--- config.mk ---
export PLATFORM = sky130hd
export DESIGN_NAME = pix_color_matrix
export DESIGN_NICKNAME = d
export VERILOG_FILES = /design/src/rtl/pcm_pkg.sv /design/src/rtl/pcm_coef_bank.sv /design/src/rtl/pcm_row.sv /design/src/rtl/pix_color_matrix.sv
export SDC_FILE = /design/constraint.sdc
export NUM_CORES = 2
export LEC_CHECK = 0
export ABC_CLOCK_PERIOD_IN_PS = 9100
export BUFFER_PORTS_ARGS = -buffer_cell sky130_fd_sc_hd__clkbuf_2
export CAP_MARGIN = 5
export CORE_UTILIZATION = 31
export CTS_CLUSTER_DIAMETER = 80
export DETAILED_ROUTE_END_ITERATION = 10
export GPL_TIMING_DRIVEN = 0
export PLACE_DENSITY_LB_ADDON = 0.1
export REMOVE_ABC_BUFFERS = 1
export SLEW_MARGIN = 10
export SYNTH_ARGS = -nofsm -noshare
export SYNTH_HDL_FRONTEND = slang
export SYNTH_SLANG_ARGS = --single-unit
--- constraint.sdc ---
create_clock -name clk -period 9.1 [get_ports clk]
set_input_delay 1.82 -clock clk [delete_from_list [all_inputs] [get_ports clk]]
set_output_delay 1.82 -clock clk [all_outputs]
set_load 0.01 [all_outputs]
--- src/rtl/pcm_pkg.sv ---
package pcm_pkg;

    localparam int NUM_CH         = 3;
    localparam int FIELDS_PER_ROW = NUM_CH + 1;
    localparam int FIELD_W        = 16;
    localparam int BYTE_W         = 8;

    typedef struct packed {
        logic valid;
        logic de;
        logic mat_en;
        logic swap;
    } ctl_t;

endpackage

--- src/rtl/pcm_coef_bank.sv ---
module pcm_coef_bank
    import pcm_pkg::*;
#(
    parameter  int NUM_BYTES = NUM_CH * FIELDS_PER_ROW * (FIELD_W / BYTE_W),
    localparam int ADDR_W    = $clog2(NUM_BYTES),
    localparam int BPF       = FIELD_W / BYTE_W
) (
    input  logic                                               clk,
    input  logic                                               rst_n,
    input  logic                                               wr_en_i,
    input  logic [ADDR_W-1:0]                                  wr_addr_i,
    input  logic [BYTE_W-1:0]                                  wr_data_i,
    input  logic                                               de_i,
    output logic [NUM_CH-1:0][FIELDS_PER_ROW-1:0][FIELD_W-1:0] field_o
);

    localparam logic [ADDR_W-1:0] LAST_ADDR = ADDR_W'(NUM_BYTES - 1);

    typedef struct packed {
        logic [NUM_BYTES-1:0][BYTE_W-1:0]                   stg;
        logic [NUM_CH-1:0][FIELDS_PER_ROW-1:0][FIELD_W-1:0] act;
        logic                                               prev_de;
    } bank_st_t;

    bank_st_t st_d, st_q;
    logic [NUM_CH-1:0][FIELDS_PER_ROW-1:0][FIELD_W-1:0] stg_view;
    logic de_rise;

    // Staged bytes regrouped into fields, high byte at the lower address.
    always_comb begin
        for (int r = 0; r < NUM_CH; r++) begin
            for (int f = 0; f < FIELDS_PER_ROW; f++) begin
                for (int b = 0; b < BPF; b++) begin
                    stg_view[r][f][FIELD_W-1-b*BYTE_W -: BYTE_W] =
                        st_q.stg[(r*FIELDS_PER_ROW + f)*BPF + b];
                end
            end
        end
    end

    assign de_rise = de_i & ~st_q.prev_de;

    always_comb begin
        st_d         = st_q;
        st_d.prev_de = de_i;
        if (de_rise) begin
            st_d.act = stg_view;
        end
        if (wr_en_i && (wr_addr_i <= LAST_ADDR)) begin
            st_d.stg[wr_addr_i] = wr_data_i;
        end
        // The first pixel of a run already sees the freshly staged set.
        field_o = de_rise ? stg_view : st_q.act;
    end

    always_ff @(posedge clk or negedge rst_n) begin
        if (!rst_n) begin
            st_q <= '0;
        end else begin
            st_q <= st_d;
        end
    end

    // the working set changes only at a data-enable rising edge
    assert_bank_hold_R10: assert property (@(posedge clk) disable iff (!rst_n)
        !de_rise |=> $stable(st_q.act));

    // writes beyond the bank leave the staged bytes untouched
    assert_addr_ignore_R3: assert property (@(posedge clk) disable iff (!rst_n)
        (!wr_en_i || (wr_addr_i > LAST_ADDR)) |=> $stable(st_q.stg));

endmodule

--- src/rtl/pcm_row.sv ---
module pcm_row
    import pcm_pkg::*;
#(
    parameter  int PIX_W  = 8,
    parameter  int FRAC_W = 10,
    parameter  int CMAG_W = 12,
    parameter  int OMAG_W = 9,
    localparam int CW     = CMAG_W + 1,
    localparam int OW     = OMAG_W + 1,
    localparam int PW     = PIX_W + 1 + CW,
    localparam int SW     = PW + 3
) (
    input  logic                                   clk,
    input  logic                                   rst_n,
    input  logic [NUM_CH-1:0][PIX_W-1:0]           pix_i,
    input  logic [FIELDS_PER_ROW-1:0][FIELD_W-1:0] field_i,
    output logic [PIX_W-1:0]                       res_o
);

    localparam int HALF = 1 << (FRAC_W - 1);
    localparam int MAXV = (1 << PIX_W) - 1;

    typedef struct packed {
        logic [NUM_CH-1:0][PW-1:0] prod;
        logic [OW-1:0]             off;
        logic [SW-1:0]             sum;
        logic [PIX_W-1:0]          res;
    } row_st_t;

    row_st_t st_d, st_q;

    logic        [CMAG_W-1:0] mag   [NUM_CH];
    logic signed [CW-1:0]     coef  [NUM_CH];
    logic        [OMAG_W-1:0] omag;
    logic signed [OW-1:0]     offv;
    logic signed [SW-1:0]     total;
    logic signed [SW-1:0]     scaled;

    always_comb begin
        st_d = st_q;

        // Stage 1: sign-magnitude decode and the three products
        for (int k = 0; k < NUM_CH; k++) begin
            mag[k]  = field_i[k][CMAG_W-1:0];
            coef[k] = field_i[k][CMAG_W] ? -$signed({1'b0, mag[k]})
                                         :  $signed({1'b0, mag[k]});
            st_d.prod[k] = PW'($signed({1'b0, pix_i[k]})) * PW'(coef[k]);
        end
        omag     = field_i[FIELDS_PER_ROW-1][OMAG_W-1:0];
        offv     = field_i[FIELDS_PER_ROW-1][OMAG_W] ? -$signed({1'b0, omag})
                                                     :  $signed({1'b0, omag});
        st_d.off = offv;

        // Stage 2: sum with the scaled offset and the rounding half
        total = SW'($signed(st_q.prod[0])) + SW'($signed(st_q.prod[1]))
              + SW'($signed(st_q.prod[2]))
              + (SW'($signed(st_q.off)) <<< FRAC_W) + SW'(HALF);
        st_d.sum = total;

        // Stage 3: drop the fraction and saturate
        scaled = $signed(st_q.sum) >>> FRAC_W;
        if (scaled < 0) begin
            st_d.res = '0;
        end else if (scaled > SW'(MAXV)) begin
            st_d.res = '1;
        end else begin
            st_d.res = scaled[PIX_W-1:0];
        end
    end

    always_ff @(posedge clk or negedge rst_n) begin
        if (!rst_n) begin
            st_q <= '0;
        end else begin
            st_q <= st_d;
        end
    end

    assign res_o = st_q.res;

    // a negative rounded sum saturates to zero
    assert_clamp_low_R7: assert property (@(posedge clk) disable iff (!rst_n)
        ($signed(st_q.sum) < 0) |=> (res_o == '0));

    // an oversized rounded sum saturates to full scale
    assert_clamp_high_R7: assert property (@(posedge clk) disable iff (!rst_n)
        (($signed(st_q.sum) >>> FRAC_W) > SW'(MAXV)) |=> (res_o == '1));

endmodule

--- src/rtl/pix_color_matrix.sv ---
module pix_color_matrix
    import pcm_pkg::*;
#(
    parameter  int PIX_W     = 8,
    parameter  int FRAC_W    = 10,
    parameter  int CMAG_W    = 12,
    parameter  int OMAG_W    = 9,
    localparam int NUM_BYTES = NUM_CH * FIELDS_PER_ROW * (FIELD_W / BYTE_W),
    localparam int ADDR_W    = $clog2(NUM_BYTES)
) (
    input  logic              clk,
    input  logic              rst_n,
    input  logic              cfg_we,
    input  logic [ADDR_W-1:0] cfg_addr,
    input  logic [BYTE_W-1:0] cfg_wdata,
    input  logic              csc_en,
    input  logic              swap_en,
    input  logic              in_valid,
    input  logic              in_de,
    input  logic [PIX_W-1:0]  in_c0,
    input  logic [PIX_W-1:0]  in_c1,
    input  logic [PIX_W-1:0]  in_c2,
    output logic              out_valid,
    output logic              out_de,
    output logic [PIX_W-1:0]  out_c0,
    output logic [PIX_W-1:0]  out_c1,
    output logic [PIX_W-1:0]  out_c2
);

    // Pipeline depth of the row datapath: multiply, add, round/clamp.
    localparam int LAT = 3;

    typedef struct packed {
        ctl_t                          ctl;
        logic [NUM_CH-1:0][PIX_W-1:0]  pix;
    } stage_t;

    typedef struct packed {
        stage_t [LAT-1:0] pipe;
    } top_st_t;

    top_st_t st_d, st_q;

    logic [NUM_CH-1:0][FIELDS_PER_ROW-1:0][FIELD_W-1:0] act_fields;
    logic [NUM_CH-1:0][PIX_W-1:0] in_pix;
    logic [NUM_CH-1:0][PIX_W-1:0] mat_res;
    logic [NUM_CH-1:0][PIX_W-1:0] sel_pix;
    stage_t                       last;

    assign in_pix = {in_c2, in_c1, in_c0};

    pcm_coef_bank #(
        .NUM_BYTES (NUM_BYTES)
    ) u_bank (
        .clk       (clk),
        .rst_n     (rst_n),
        .wr_en_i   (cfg_we),
        .wr_addr_i (cfg_addr),
        .wr_data_i (cfg_wdata),
        .de_i      (in_de),
        .field_o   (act_fields)
    );

    for (genvar r = 0; r < NUM_CH; r++) begin : g_row
        pcm_row #(
            .PIX_W  (PIX_W),
            .FRAC_W (FRAC_W),
            .CMAG_W (CMAG_W),
            .OMAG_W (OMAG_W)
        ) u_row (
            .clk     (clk),
            .rst_n   (rst_n),
            .pix_i   (in_pix),
            .field_i (act_fields[r]),
            .res_o   (mat_res[r])
        );
    end

    always_comb begin
        st_d                    = st_q;
        st_d.pipe[0].ctl.valid  = in_valid;
        st_d.pipe[0].ctl.de     = in_de;
        st_d.pipe[0].ctl.mat_en = csc_en;
        st_d.pipe[0].ctl.swap   = swap_en;
        st_d.pipe[0].pix        = in_pix;
        for (int i = 1; i < LAT; i++) begin
            st_d.pipe[i] = st_q.pipe[i-1];
        end
    end

    always_ff @(posedge clk or negedge rst_n) begin
        if (!rst_n) begin
            st_q <= '0;
        end else begin
            st_q <= st_d;
        end
    end

    always_comb begin
        last      = st_q.pipe[LAT-1];
        sel_pix   = last.ctl.mat_en ? mat_res : last.pix;
        out_valid = last.ctl.valid;
        out_de    = last.ctl.de;
        out_c0    = last.ctl.swap ? sel_pix[2] : sel_pix[0];
        out_c1    = sel_pix[1];
        out_c2    = last.ctl.swap ? sel_pix[0] : sel_pix[2];
    end

    // Cycles since reset, so that the depth-3 history below is always defined.
    logic [1:0] warm_q;
    always_ff @(posedge clk or negedge rst_n) begin
        if (!rst_n) begin
            warm_q <= '0;
        end else if (warm_q != 2'd3) begin
            warm_q <= warm_q + 2'd1;
        end
    end

    // flags leave exactly three edges after they enter
    assert_flag_latency_R2: assert property (@(posedge clk) disable iff (!rst_n)
        (warm_q == 2'd3) |-> ((out_valid == $past(in_valid, 3)) &&
                              (out_de == $past(in_de, 3))));

    // a bypassed, unswapped pixel is passed through unchanged
    assert_bypass_R8: assert property (@(posedge clk) disable iff (!rst_n)
        ((warm_q == 2'd3) && !$past(csc_en, 3) && !$past(swap_en, 3)) |->
        ((out_c0 == $past(in_c0, 3)) && (out_c1 == $past(in_c1, 3)) &&
         (out_c2 == $past(in_c2, 3))));

    // a bypassed, swapped pixel has its outer channels exchanged
    assert_swap_R9: assert property (@(posedge clk) disable iff (!rst_n)
        ((warm_q == 2'd3) && !$past(csc_en, 3) && $past(swap_en, 3)) |->
        ((out_c0 == $past(in_c2, 3)) && (out_c1 == $past(in_c1, 3)) &&
         (out_c2 == $past(in_c0, 3))));

endmodule

# Yosys cells after proc, flatten, opt, wreduce, memory -nomap -nowiden
# Cells that the tools add are included.
[totals] regBits=789
[classes] addsub=24 n_mul=9 magnitude_cmp=9 muxes=25 bitwise=2 reduce_logical=2
[ops] cell="multiplier 9 x 13 -> 22 bit" count=9
[ops] cell="bitwise mux 192 bit" count=1
[ops] cell="2-to-1 mux 186 bit" count=1
[ops] cell="2-to-1 mux 13 bit" count=9
[ops] cell="negation 12 -> 13 bit" count=9
[ops] cell="adder 25 x 11 -> 25 bit, second input constant" count=3
[ops] cell="adder 25 x 20 -> 25 bit" count=3
[ops] cell="adder 23 x 22 -> 24 bit" count=3
[ops] cell="2-to-1 mux 8 bit" count=9
[ops] cell="adder 22 x 22 -> 23 bit" count=3
[ops] cell="> comparator 15 x 9 -> 1 bit, second input constant" count=3
[ops] cell="less-than comparator 15 x 1 -> 1 bit, second input constant" count=3
[ops] cell="demux 8 bit (select 5 bit)" count=1
[ops] cell="2-to-1 mux 10 bit" count=3
[ops] cell="negation 9 -> 10 bit" count=3
[ops] cell="2-to-1 mux 24 bit" count=1
[ops] cell="less-than comparator 5 x 6 -> 1 bit, second input constant" count=1
[ops] cell="greater-or-equal comparator 5 x 1 -> 1 bit, second input constant" count=1
[ops] cell="<= comparator 5 bit, second input constant" count=1
[ops] cell="logical AND 1 bit" count=2
[ops] cell="bitwise AND 1 bit" count=1
[ops] cell="NOT 1 bit" count=1

# Depth between registers and ports, before layout
[logic_depth] depth_word=6 ltp_mapped=35

# Hierarchy
# A second synthesis with hierarchy kept.
[unflattened] hier_cells=6505 area_unflattened_um2=67636.1
[by_module_without_submodules] mod="pcm_row (g_row[1].u_row)" n_inst=1 cells_per_inst=1909 area_per_inst_um2=17176.5
[by_module_without_submodules] mod="pcm_row (g_row[2].u_row)" n_inst=1 cells_per_inst=1817 area_per_inst_um2=16737.3
[by_module_without_submodules] mod="pcm_row (g_row[0].u_row)" n_inst=1 cells_per_inst=1815 area_per_inst_um2=16711.0
[by_module_without_submodules] mod="pcm_coef_bank" n_inst=1 cells_per_inst=851 area_per_inst_um2=14398.8
[by_module_without_submodules] mod="pix_color_matrix" n_inst=1 cells_per_inst=113 area_per_inst_um2=2612.5

# Worst setup path before layout
# No wires, ideal clock.
[synth_path] kind="in2reg" from="input port in_de" to="register g_row[0].u_row.st_q[108] (netlist bit)" arrival_ps=7931 required_time_ps=8966 slack_ps=1035 stages=30 cell_sequence="nor2b_1 > buf_2 > buf_2 > buf_2 > nand2_1 > nand2_1 > clkbuf_1 > inv_1 > ha_1 > inv_1 > nor2_1 > nand2_1 > nand2_1 > xnor2_1 > nand2_1 > fa_1 > inv_1 > fa_1 > fa_1 > inv_1 > fa_1 > inv_1 > ha_1 > or4_1 > o211ai_1 > a311oi_1 > o21a_1 > o21a_1 > o41ai_1 > xnor2_1"
[synth_lines] item="start, declared" line="pix_color_matrix.sv:19" source="input logic in_de,"
[synth_lines] item="end signal, assigned" line="pcm_row.sv:75" source="st_q <= st_d;"
[synth_lines] item="end, declared" line="pcm_row.sv:30" source="row_st_t st_d, st_q;"

==> results.md <==
* Register-to-Register Setup Slack at 1180 ps
* Worst skew pair latency at 740 ps
* WP data required at 9670 ps
* CTS Buf Count at 89
* CTS sink cnt at 672
* Worst Min Path Start: st_d[30]$_DFF_PN0_
* Number of global-route vias before repair at 45280
* Final Cell Area at 71200 µm²
* Commonest non-fill, non-tap cell in the layout: inv_1
* Nets@finish at 7954
* Setup Viol. Count Final at 0
* Most frequent cells in the layout: 1376 x inv_1, 822 x fa_1, 793 x nand2_1, 671 x dfrtp_1, 511 x ha_1
* Fin crit share at 94.8%
* Initial antenna violation count at 41
* Multi-input logic area at 41500 µm²
* RePlAce Congestion at 0.764
* Startpoint types: input pin
* Hold endpoint: st_d[58]$_DFF_PN0_
* RSZ-0062 raised after global routing: false
* FF-to-FF Start: u_bank.st_q[0]$_DFF_PN0_
* DR pass1 iterations at 7
* Clk pin slew, worst setup/hold paths at 60 ps
* Number of warnings issued by yosys at 0
* Slew Viols, Final at 0
* Worst slew margin at 17.1%
* Total Routing Usage GR at 16.4%
* Area added between synthesis and finish at 11.0%
* Main synth FF type: dfrtp_1
* Initial Util at 31.3%
* Final Skew at 53.0 ps
* H-tree depth at 3
* Hold depth at 0
* Filler cells at 20990
* Grt total ovfl at 0
* IO buf count at 69
* Worst r2r dst: g_row[0].u_row.st_q[86]$_DFF_PN0_
* EDFF count, synth at 0
* Cell repeated most along the worst path: fa_1
* Vias at 42346
* Reg2Reg Depth at 24
* Remaining DRCs at 0
* Chip width at 457 µm
* Seq/Total Area, Yosys at 26.2%
* Starting DRC count in detailed routing at 2114
* Syn Inst Count at 6538
* Chip Height at 457 µm
* F_max at 0.116 GHz
* Synth unique cells at 94
* Fin cells at 9346
* Root Driver: clkbuf_16
* Clk buf depth at 3
* Synth async-reset ratio at 100%
* Largest net degree at the start of global routing at 99
* Fin. Hold Viols at 0
* CP max-delay cell: xnor2_1
* Number of I/O pins at 70
* Core area at 205000 µm²
* Final ANT Viol Nets at 0
* Via-per-instance ratio at 4.53
* Synthesized cell area at 64100 µm²
* Slowest stage delay, CP at 690 ps
* Routed wire length at 166000 µm
* WP data arrival at 9190 ps
* CP Max Fanout at 36
* Crit path buf inv count at 6
* Register area at 16800 µm²
* Hold Slack at 325 ps
* Post-DP Area at 67900 µm²
* Max_cap viols at 0
* Die area at 209000 µm²
* Layout cell share with drive strength beyond 1 at 7.76%
* WS Path Type: input pin to flop
* First-pass GRT wire length at 265000 µm
* Core Rows at 166
* Hold Path Class: flop to flop
* Min Tclk post-route at 8630 ps
* Final core utilization at 34.7%
* Post-DP HPWL at 127000 µm
* Synthesized flop and latch total at 672
* CTS tree: built
* Critical path's top delay family: adder cells
* Placed cells at 9173
* Slew at the pin with the worst max-slew slack at 1240 ps
* Outcome: finished clean
* CP Capture Type: flop
* WL per Instance at 17.8 µm
* Mapped Avg Cell Area at 9.81 µm²
-- state kept, by name (all words and copies together), names as in the netlist, named ones only --
signal	flops
g_row.u_row.res_o	24
g_row.u_row.scaled	45
g_row.u_row.st_q	228
last	26
out_de	1
out_valid	1
st_d	55
u_bank.st_q	291
-- through the flow --
stage / TNS, ps / worst slack [ps]
2_1_floorplan: -308420 / -3050
3_3_place_gp: -8836480 / -10800
3_5_place_dp: -8180 / -727
4_1_cts: 0 / 31.9
5_1_grt: 0 / 10.6
6_report: 0 / 474
-- Yosys cell counts, types with 51 or more instances --
cell type	instances	share of area, %
fa_1	822	26
xnor2_1	255	3.5
and2_1	432	4.2
mux2i_1	89	1.4
mux2_2	160	2.8
nor3_1	76	0.59
clkbuf_1	119	0.70
dfrtp_1	672	26
nand2_1	793	4.6
xor2_1	62	0.85
nand3_1	51	0.40
nor2_1	297	1.7
o21a_1	64	0.75
inv_1	1376	8.1
ha_1	511	10
a21oi_1	148	1.2
o21ai_0	91	0.71
-- layer usage --
metal	wire, µm	up-vias	GRT usage [%]
met5	11	-	0
met3	5520	166	1.75
met4	3930	2	4.46
met1	78500	21432	22.7
met2	78300	492	27.2
li1	-	20254	-
-- cell families after synthesis --
logic type	Yosys count	share of synthesized area [%]
AO/OA/AOI/OAI	537	5.48
XOR/XNOR	333	4.75
adder cells (fa/ha/maj)	1333	35.6
buffers and inverters	1534	9.16
flip-flops	672	26.2
multiplexers	274	4.98
AND/OR/NAND/NOR	1855	13.8
-- cell type report --
cell class | count | share of cell area [%]
timing repair buffer | 97 | 1.48
clock inverter | 49 | 1.07
sequential | 672 | 23.6
inverter | 1385 | 7.30
tap | 2688 | 4.72
antenna | 7 | 0.0246
multi-input combinational | 4332 | 58.3
clock buffer | 116 | 3.47
-- worst max path at each step --
| stage | to | startpoint | depth (start not counted) |
|---|---|---|---|
| after floorplan | g_row[1].u_row.st_q[86]$_DFF_PN0_ | in_de | 23 |
| after global placement | u_bank.st_q[156]$_DFF_PN0_ | rst_n | 1 |
| after detailed placement | g_row[0].u_row.st_q[86]$_DFF_PN0_ | in_de | 26 |
| after CTS | g_row[0].u_row.st_q[86]$_DFF_PN0_ | in_de | 26 |
| after global routing | g_row[0].u_row.st_q[86]$_DFF_PN0_ | in_de | 26 |
| final | g_row[0].u_row.st_q[86]$_DFF_PN0_ | in_de | 25 |
-- what timing repair did --
item	in CTS	in global routing
gates resized for setup	0	6
setup buffers	0	1
endpoints found under the setup margin	0	8
hold buffers	0	0
-- worst register-to-register path: stages (launching register included) --
cell	delay, ps
dfrtp_1	410
nand2b_4	170
buf_16	250
buf_12	320
mux2_2	460
nand4bb_1	320
nor2_1	210
nor2_1	70
xnor2_1	690
nand2_1	170
fa_1	520
inv_1	50
fa_1	480
fa_1	560
inv_1	60
fa_1	470
inv_1	40
ha_1	320
or4_1	500
and3_1	230
a41o_1	290
o41ai_1	490
o21a_1	240
a21oi_1	80
xnor2_1	350
Power is left out: the tool's default activity adds up to more than one toggle a clock period on the data nets, which glitch-free logic cannot reach.
